===== config.mk =====
export PLATFORM = sky130hd
export DESIGN_NAME = uart_pwr_seq
export DESIGN_NICKNAME = d
export VERILOG_FILES = /design/src/rtl/pwr_seq_pkg.sv /design/src/rtl/pwr_rst_sync.sv /design/src/rtl/pwr_cs_edge.sv /design/src/rtl/pwr_seq_fsm.sv /design/src/rtl/pwr_cfg_gate.sv /design/src/rtl/uart_pwr_seq.sv
export SDC_FILE = /design/constraint.sdc
export NUM_CORES = 1
export LEC_CHECK = 0
export BUFFER_PORTS_ARGS = -buffer_cell sky130_fd_sc_hd__buf_2
export CORE_AREA = 3 3 40 42
export CTS_BUF_LIST = sky130_fd_sc_hd__clkbuf_8
export DETAILED_ROUTE_END_ITERATION = 10
export DIE_AREA = 0 0 43 45
export PLACE_DENSITY = 0.65
export RECOVER_POWER = 100
export REMOVE_ABC_BUFFERS = 1
export SKIP_LAST_GASP = 1
export SYNTH_ARGS = -nofsm -noshare
export SYNTH_HDL_FRONTEND = slang
export SYNTH_SLANG_ARGS = --single-unit

===== constraint.sdc =====
create_clock -name clk -period 1.35 [get_ports clk]
set_input_delay 0.135 -clock clk [delete_from_list [all_inputs] [get_ports clk]]
set_output_delay 0.135 -clock clk [all_outputs]
set_load 0.02 [all_outputs]

===== src/rtl/pwr_seq_pkg.sv =====
package pwr_seq_pkg;
  typedef enum logic [1:0] {
    ST_RUN   = 2'd0,
    ST_DRAIN = 2'd1,
    ST_SHDN  = 2'd2
  } pwr_state_e;
endpackage


===== src/rtl/pwr_rst_sync.sv =====
module pwr_rst_sync #(
  parameter int STAGES = 2
) (
  input  logic clk,
  input  logic rst_n,
  output logic rst_sync_n
);
  logic [STAGES-1:0] chain_q;

  always_ff @(posedge clk or negedge rst_n) begin
    if (!rst_n) chain_q <= '0;
    else        chain_q <= {chain_q[STAGES-2:0], 1'b1};
  end

  assign rst_sync_n = chain_q[STAGES-1];
endmodule


===== src/rtl/pwr_cs_edge.sv =====
module pwr_cs_edge (
  input  logic clk,
  input  logic rst_n,
  input  logic cs_n,
  output logic cs_rise
);
  logic cs_q;

  // Reset to high so that releasing reset while chip-select is idle gives no edge.
  always_ff @(posedge clk or negedge rst_n) begin
    if (!rst_n) cs_q <= 1'b1;
    else        cs_q <= cs_n;
  end

  assign cs_rise = cs_n & ~cs_q;
endmodule


===== src/rtl/pwr_seq_fsm.sv =====
module pwr_seq_fsm
  import pwr_seq_pkg::*;
(
  input  logic clk,
  input  logic rst_n,
  input  logic sw_shdn,
  input  logic hw_shdn_n,
  input  logic tx_buf_busy,
  input  logic tx_shift_busy,
  input  logic cs_rise,
  output logic shdn_stat,
  output logic osc_en,
  output logic tx_abort,
  output logic clr_pulse,
  output logic wake_pulse
);
  pwr_state_e state_q, state_d;
  logic       osc_q, abort_q, clr_q, wake_q;
  logic       abort_d, clr_d, wake_d;
  logic       tx_idle;

  assign tx_idle = ~tx_buf_busy & ~tx_shift_busy;

  always_comb begin
    state_d = state_q;
    abort_d = 1'b0;
    clr_d   = 1'b0;
    wake_d  = 1'b0;
    unique case (state_q)
      ST_RUN: begin
        if (!hw_shdn_n) begin
          state_d = ST_SHDN;
          abort_d = 1'b1;
          clr_d   = 1'b1;
        end else if (sw_shdn) begin
          state_d = ST_DRAIN;
        end
      end
      ST_DRAIN: begin
        if (!hw_shdn_n) begin
          state_d = ST_SHDN;
          abort_d = 1'b1;
          clr_d   = 1'b1;
        end else if (!sw_shdn) begin
          state_d = ST_RUN;
        end else if (tx_idle) begin
          state_d = ST_SHDN;
          clr_d   = 1'b1;
        end
      end
      ST_SHDN: begin
        if (cs_rise && !sw_shdn && hw_shdn_n) begin
          state_d = ST_RUN;
          wake_d  = 1'b1;
        end
      end
      default: state_d = ST_RUN;
    endcase
  end

  always_ff @(posedge clk or negedge rst_n) begin
    if (!rst_n) begin
      state_q <= ST_RUN;
      osc_q   <= 1'b1;
      abort_q <= 1'b0;
      clr_q   <= 1'b0;
      wake_q  <= 1'b0;
    end else begin
      state_q <= state_d;
      osc_q   <= (state_d != ST_SHDN);
      abort_q <= abort_d;
      clr_q   <= clr_d;
      wake_q  <= wake_d;
    end
  end

  assign shdn_stat  = (state_q == ST_SHDN);
  assign osc_en     = osc_q;
  assign tx_abort   = abort_q;
  assign clr_pulse  = clr_q;
  assign wake_pulse = wake_q;

  // no shutdown while software drain still has traffic in flight
  p_drain_hold_r3: assert property (@(posedge clk) disable iff (!rst_n)
    (state_q == ST_DRAIN && hw_shdn_n && !tx_idle) |=> !shdn_stat);

  // hardware pin low forces shutdown with an abort on the next edge
  p_hw_abort_r4: assert property (@(posedge clk) disable iff (!rst_n)
    (!shdn_stat && !hw_shdn_n) |=> (shdn_stat && tx_abort));

  // software drain completion never aborts
  p_sw_no_abort_r4: assert property (@(posedge clk) disable iff (!rst_n)
    (state_q == ST_DRAIN && hw_shdn_n) |=> !tx_abort);

  // clear pulse marks exactly the first shutdown cycle
  p_clr_entry_r6: assert property (@(posedge clk) disable iff (!rst_n)
    clr_pulse == (shdn_stat && !$past(shdn_stat)));

  // oscillator enable opposes shutdown status
  p_osc_r7: assert property (@(posedge clk) disable iff (!rst_n)
    osc_en != shdn_stat);

  // leaving shutdown requires a chip-select rise in the previous cycle
  p_exit_cs_r8: assert property (@(posedge clk) disable iff (!rst_n)
    $fell(shdn_stat) |-> ($past(cs_rise) && wake_pulse));
endmodule


===== src/rtl/pwr_cfg_gate.sv =====
module pwr_cfg_gate #(
  parameter int             NFLD      = 8,
  parameter logic [NFLD-1:0] GATE_MASK = 8'h7F
) (
  input  logic            clk,
  input  logic            rst_n,
  input  logic            shdn_stat,
  input  logic [NFLD-1:0] we_i,
  output logic [NFLD-1:0] we_o
);
  for (genvar g = 0; g < NFLD; g++) begin : g_fld
    if (GATE_MASK[g]) begin : g_locked
      assign we_o[g] = we_i[g] & shdn_stat;
    end else begin : g_open
      assign we_o[g] = we_i[g];
    end
  end

  // protected fields are never strobed while running
  p_gate_lock_r11: assert property (@(posedge clk) disable iff (!rst_n)
    !shdn_stat |-> ((we_o & GATE_MASK) == '0));
endmodule


===== src/rtl/uart_pwr_seq.sv =====
module uart_pwr_seq #(
  parameter int              NFLD      = 8,
  parameter logic [NFLD-1:0] GATE_MASK = 8'h7F,
  parameter int              RST_STG   = 2
) (
  input  logic            clk,
  input  logic            rst_n,
  input  logic            sw_shdn,
  input  logic            hw_shdn_n,
  input  logic            tx_buf_busy,
  input  logic            tx_shift_busy,
  input  logic            cs_n,
  input  logic [NFLD-1:0] cfg_we_i,
  output logic            shdn_stat,
  output logic            osc_en,
  output logic            tx_abort,
  output logic            clr_pulse,
  output logic            wake_pulse,
  output logic [NFLD-1:0] cfg_we_o
);
  logic rst_sync_n;
  logic cs_rise;

  pwr_rst_sync #(.STAGES(RST_STG)) i_rst (
    .clk        (clk),
    .rst_n      (rst_n),
    .rst_sync_n (rst_sync_n)
  );

  pwr_cs_edge i_cs (
    .clk     (clk),
    .rst_n   (rst_sync_n),
    .cs_n    (cs_n),
    .cs_rise (cs_rise)
  );

  pwr_seq_fsm i_fsm (
    .clk           (clk),
    .rst_n         (rst_sync_n),
    .sw_shdn       (sw_shdn),
    .hw_shdn_n     (hw_shdn_n),
    .tx_buf_busy   (tx_buf_busy),
    .tx_shift_busy (tx_shift_busy),
    .cs_rise       (cs_rise),
    .shdn_stat     (shdn_stat),
    .osc_en        (osc_en),
    .tx_abort      (tx_abort),
    .clr_pulse     (clr_pulse),
    .wake_pulse    (wake_pulse)
  );

  pwr_cfg_gate #(.NFLD(NFLD), .GATE_MASK(GATE_MASK)) i_gate (
    .clk       (clk),
    .rst_n     (rst_sync_n),
    .shdn_stat (shdn_stat),
    .we_i      (cfg_we_i),
    .we_o      (cfg_we_o)
  );
endmodule


# After elaboration in Yosys (flattened, before gate mapping)
# Index checks and enable logic that the tools add are counted.
[totals]
ff_bits = 9
latch_bits = 0
ram_bits = 0
rom_bits = 0
input_bits = 15
out_inout_bits = 13
word_cells = 42
mem_count = 0
[classes]
n_addsub = 0
multipliers = 0
div = 0
magnitude_cmp = 0
n_eq_ne = 3
shifts = 0
n_mux = 15
bitwise = 12
n_reduce_logical = 5
[ops]
columns = ["cell", "count"]
rows = [
  ["two-way mux 2 bit", 6],
  ["AND 1 bit", 9],
  ["two-way mux 1 bit", 7],
  ["case mux 2 bit (3 select lines)", 1],
  ["NOT 1 bit", 3],
  ["equality test 2 x 1 -> 1 bit (second input constant)", 1],
  ["equality test 2 bit (second input constant)", 1],
  ["logical AND 1 bit", 2],
  ["zero test 2 bit", 1],
  ["inequality test 2 bit (second input constant)", 1],
  ["case mux 1 bit (2 select lines)", 1],
  ["OR reduction 2 bit", 1],
  ["zero test 1 bit", 1],
]

# Depth between registers and ports, before layout
[logic_depth]
ltp_word = 7
mapped_depth = 4
mapped_depth_nobuf = 3

# Modules after synthesis
# A second synthesis with hierarchy kept.
[hier_totals]
hier_cells = 33
hier_area_um2 = 384.1
[by_module_without_submodules]
columns = ["module", "instances", "cells_each", "area_per_inst_um2", "seq_area_each_um2"]
rows = [
  ["pwr_seq_fsm", 1, 20, 239.0, 151.4],
  ["pwr_rst_sync", 1, 3, 53.8, 50.0],
  ["pwr_cfg_gate", 1, 8, 51.3, 0.0],
  ["pwr_cs_edge", 1, 2, 40.0, 26.3],
]

# Worst setup path before layout
# No wires, ideal clock.
[synth_timing]
kind = "flip-flop to output port"
from = "register i_fsm.state_q[0]"
to = "output port cfg_we_o[0]"
t_arrival_ps = 946
t_required_ps = 1215
path_slack_ps = 269
stages_incl_launch_ff = 4
n_path_buf = 1
path_cell_list = "dfrtp_1 and2b_1 buf_6 and2_1"
[synth_between]
elab_chain_len = 2
[synth_rtl]
columns = ["element", "line_no", "rtl"]
rows = [
  ["from (decl)", "pwr_seq_fsm.sv:17", "pwr_state_e state_q, state_d;"],
  ["from (signal assigned)", "pwr_seq_fsm.sv:69", "state_q <= state_d;"],
  ["equality test 2 bit", "pwr_seq_fsm.sv:77", "assign shdn_stat = (state_q == ST_SHDN);"],
  ["via shdn_stat", "uart_pwr_seq.sv:14", "output logic shdn_stat,"],
  ["AND 1 bit", "pwr_cfg_gate.sv:13", "assign we_o[g] = we_i[g] & shdn_stat;"],
  ["to (decl)", "uart_pwr_seq.sv:19", "output logic [NFLD-1:0] cfg_we_o"],
]
# The timed path passes the listed nets, and every way through them passes these cells.

# Final worst setup path
[layout_timing]
from = "register i_fsm.state_q[0]"
to = "output port cfg_we_o[6]"
[layout_between]
elab_chain_len = 2
[layout_rtl]
columns = ["element", "line_no"]
rows = [
  ["equality test 2 bit", "pwr_seq_fsm.sv:77"],
  ["AND 1 bit", "pwr_cfg_gate.sv:13"],
]
# No other way between the ends.

==> out/metrics.yaml <==
global_route:
  grt_pass1_wl_mm: 1.41
  grt-ovfl-total: 0
  first_global_vias: 338
  grt_util_all_layers_pct: 10.7
  grt_max_degree: 10
  antenna_found_initial: 0
routing:
  vias: 349
  vias_per_cell: 4.36
  drc: 0
  dr.first_iter.drc_count: 2
  routedWlPerCell_microns: 13.1
  wl_mm: 1.05
  dr.pass1.iters: 2
  drtAntennaViolNets: 0
synth:
  synth_edf_count: 0
  synthTopCellsByArea: "dfrtp_1 (44%), dfstp_2 (13%), and2_1 (11%), nor4_4 (5.3%), nor3b_2 (3.1%)"
  yosys.area.top_type: "dfrtp_1"
  synth-seq-cells: 9
  syn_avg_cell_area_sq_um: 12.4
  syn_inst: 32
  syn-cell-area_sq_um: 398
  ys_async_sr_fraction_pct: 100
  synth_cell_type_count: 18
  synth_ff_type: "dfrtp_1"
  yosysWarnings: 0
  synth.top_cell.area_share_pct: 44.0
  yosysSeqAreaShare_pct: 57.2
  synth_commonest_cells: "and2_1 (7), dfrtp_1 (7), dfstp_2 (2), nor2_1 (2)"
placed_design:
  post_dp_cell_area_sq_um: 531
  hpwl_microns: 675
  io_buffers: 25
  gp_congestion: 0.759
  dp_worst_setup_slack_ns: 0.160
  placed_cells: 71
setup_path:
  crit_type: "register to output port"
  arrival_ns: 1.19
  cp-endpoint: "cfg_we_o[6]"
  crit_chain: "and2b_2 -> and2_1 -> buf_2"
  reg2reg_depth: 6
  r2r_start: "i_fsm.state_q[0]$_DFF_PN0_"
  setup.reg_to_reg.worst_slack_ns: 0.12
  cp.required_ns: 1.22
  cp_max_fo: 5
  cp_slowest_stage_delay_ns: 0.38
  r2r_end: "i_fsm.wake_pulse$_DFF_PN0_"
  worstSetupStartpointType: "register"
  path_buf_inv: 1
  cp_top_family: "simple AND/OR/NAND/NOR gates"
  crit_cells: 3
  crit_start: "i_fsm.state_q[0]$_DFF_PN0_"
  end_kind: "output port"
  cpMaxStageDelayCell: "dfrtp_1"
timing:
  rsz0062_at_grt: "yes"
  fin_crit_ns: 1.32
  fin_skew_ns: 0.00396
  min_period_over_period_pct: 97.8
  setup_violations: 0
  fin_hold_ws_ns: 0.0146
  fin_ws_ns: 0.0299
  hold_viol_final: 0
  fmax_mhz: 758
  fin_tns_setup_ns: 0
  final-max-slew-violation-count: 0
clock_network:
  cts_tree: "done"
  cts_sinks: 9
  cts_max_level: 1
  clock_path_buffers: 2
  clk_pin_slew_ns: 0.05
  cts-root-buf: "clkbuf_8"
  clock_latency_ns: 0.23
  cts_made_buffers: 3
layout:
  antenna_cells: 0
  area_growth_pct: 64.5
  final_nets: 81
  final_util_pct: 50.9
  fill_cells: 121
  layout-drive-gt1-share_pct: 58.5
  fin_cells: 80
  final_area_sq_um: 654
hold_path:
  hold_path.class: "primary input to register"
floorplanning:
  ios: 28
  die_x_microns: 43
  start_util_pct: 31.0
  core_area_sq_mm: 0.00128
  die_h_microns: 45
  dieArea_sq_mm: 0.00194
  rows: 13
power_and_ir_drop:
  p_total_mw: 0.819
  ir_drop_mv: 0.800
  total_leakage_power_nw: 0.329
  p_per_area_mw_per_mm2: 1250
job:
  cap_violations: 0
status:
  outcome: "complete, no violations"
## worst reg2reg max path: stages (launching register included)
cell and delay, ns:
dfrtp_1 0.38, and2b_2 0.25, buf_4 0.14, buf_4 0.12
buf_4 0.13, nand2_4 0.07, nor4_4 0.03
## metal layers
metal / up-vias / share of wire, % / wire (microns) / global-route usage, %
met1: 161 / 41 / 427 / 11.7
met5: - / 0 / 0 / 0
met3: 4 / 5.9 / 62 / 6.37
li1: 170 / - / - / -
met4: 0 / 2.2 / 23 / 7.23
met2: 14 / 51 / 536 / 15.6
## power breakdown
part,switching (mW),leakage (nW),internal [mW]
logic,0.107,0.194,0.104
registers,0.0106,0.109,0.290
clock network,0.109,0.0269,0.198
## flip-flops by register name (all words and copies together) (netlist names)
| register | count |
|---|---|
| i_cs.cs_q | 1 |
| i_fsm.clr_pulse | 1 |
| i_fsm.osc_en | 1 |
| i_fsm.state_q | 2 |
| i_fsm.tx_abort | 1 |
| i_fsm.wake_pulse | 1 |
| i_rst.chain_q | 2 |
## worst min path at each step
stage	from	endpoint	slack, ns	cells past startpoint
2_1_floorplan	rst_n	i_rst.chain_q[0]$_DFF_PN0_	-0.16	0
3_3_place_gp	rst_n	i_rst.chain_q[0]$_DFF_PN0_	-0.08	1
3_5_place_dp	rst_n	i_rst.chain_q[0]$_DFF_PN0_	-0.08	1
4_1_cts	cs_n	i_cs.cs_q$_DFF_PN1_	0.009	1
5_1_grt	cs_n	i_cs.cs_q$_DFF_PN1_	0.009	1
6_report	cs_n	i_cs.cs_q$_DFF_PN1_	0.01	1
## kinds of logic after synthesis
| group | count (synthesis) | share of synthesized area, % |
|---|---|---|
| AO/OA/AOI/OAI | 4 | 7.86 |
| buffers and inverters | 3 | 5.66 |
| flip-flops | 9 | 57.2 |
| other | 1 | 0.942 |
| AND/OR/NAND/NOR | 15 | 28.3 |
## placed cells by master (no fill, tap or decap), types with 2 or more instances in the layout
master / synthesis / final
inv_1: 1 / 2
dfstp_2: 2 / 2
dfrtp_1: 7 / 7
clkbuf_8: 0 / 3
nor2_1: 2 / 2
buf_6: 1 / 6
and2b_2: 0 / 2
buf_4: 1 / 4
buf_2: 0 / 18
and2_1: 7 / 7
## cell type report
cell class                 count  area [sq um]  share of cell area, %
timing repair buffer          30           201                   30.8
clock buffer                   3          41.3                   6.31
sequential                     9           228                   34.8
multi-input combinational     21           158                   24.1
inverter                       1          3.75                  0.574
tap                           15          18.8                   2.87
clock inverter                 1          3.75                  0.574
## repair_timing
action | in CTS | in global routing
buffers inserted | 1 | 2
cloned | 0 | 1
hold endpoints to repair | 2 | 0
hold buffers | 1 | 0
resized for setup | 1 | 13
setup endpoints to repair | 7 | 7
No activity file was read; power rests on OpenSTA's default activity.
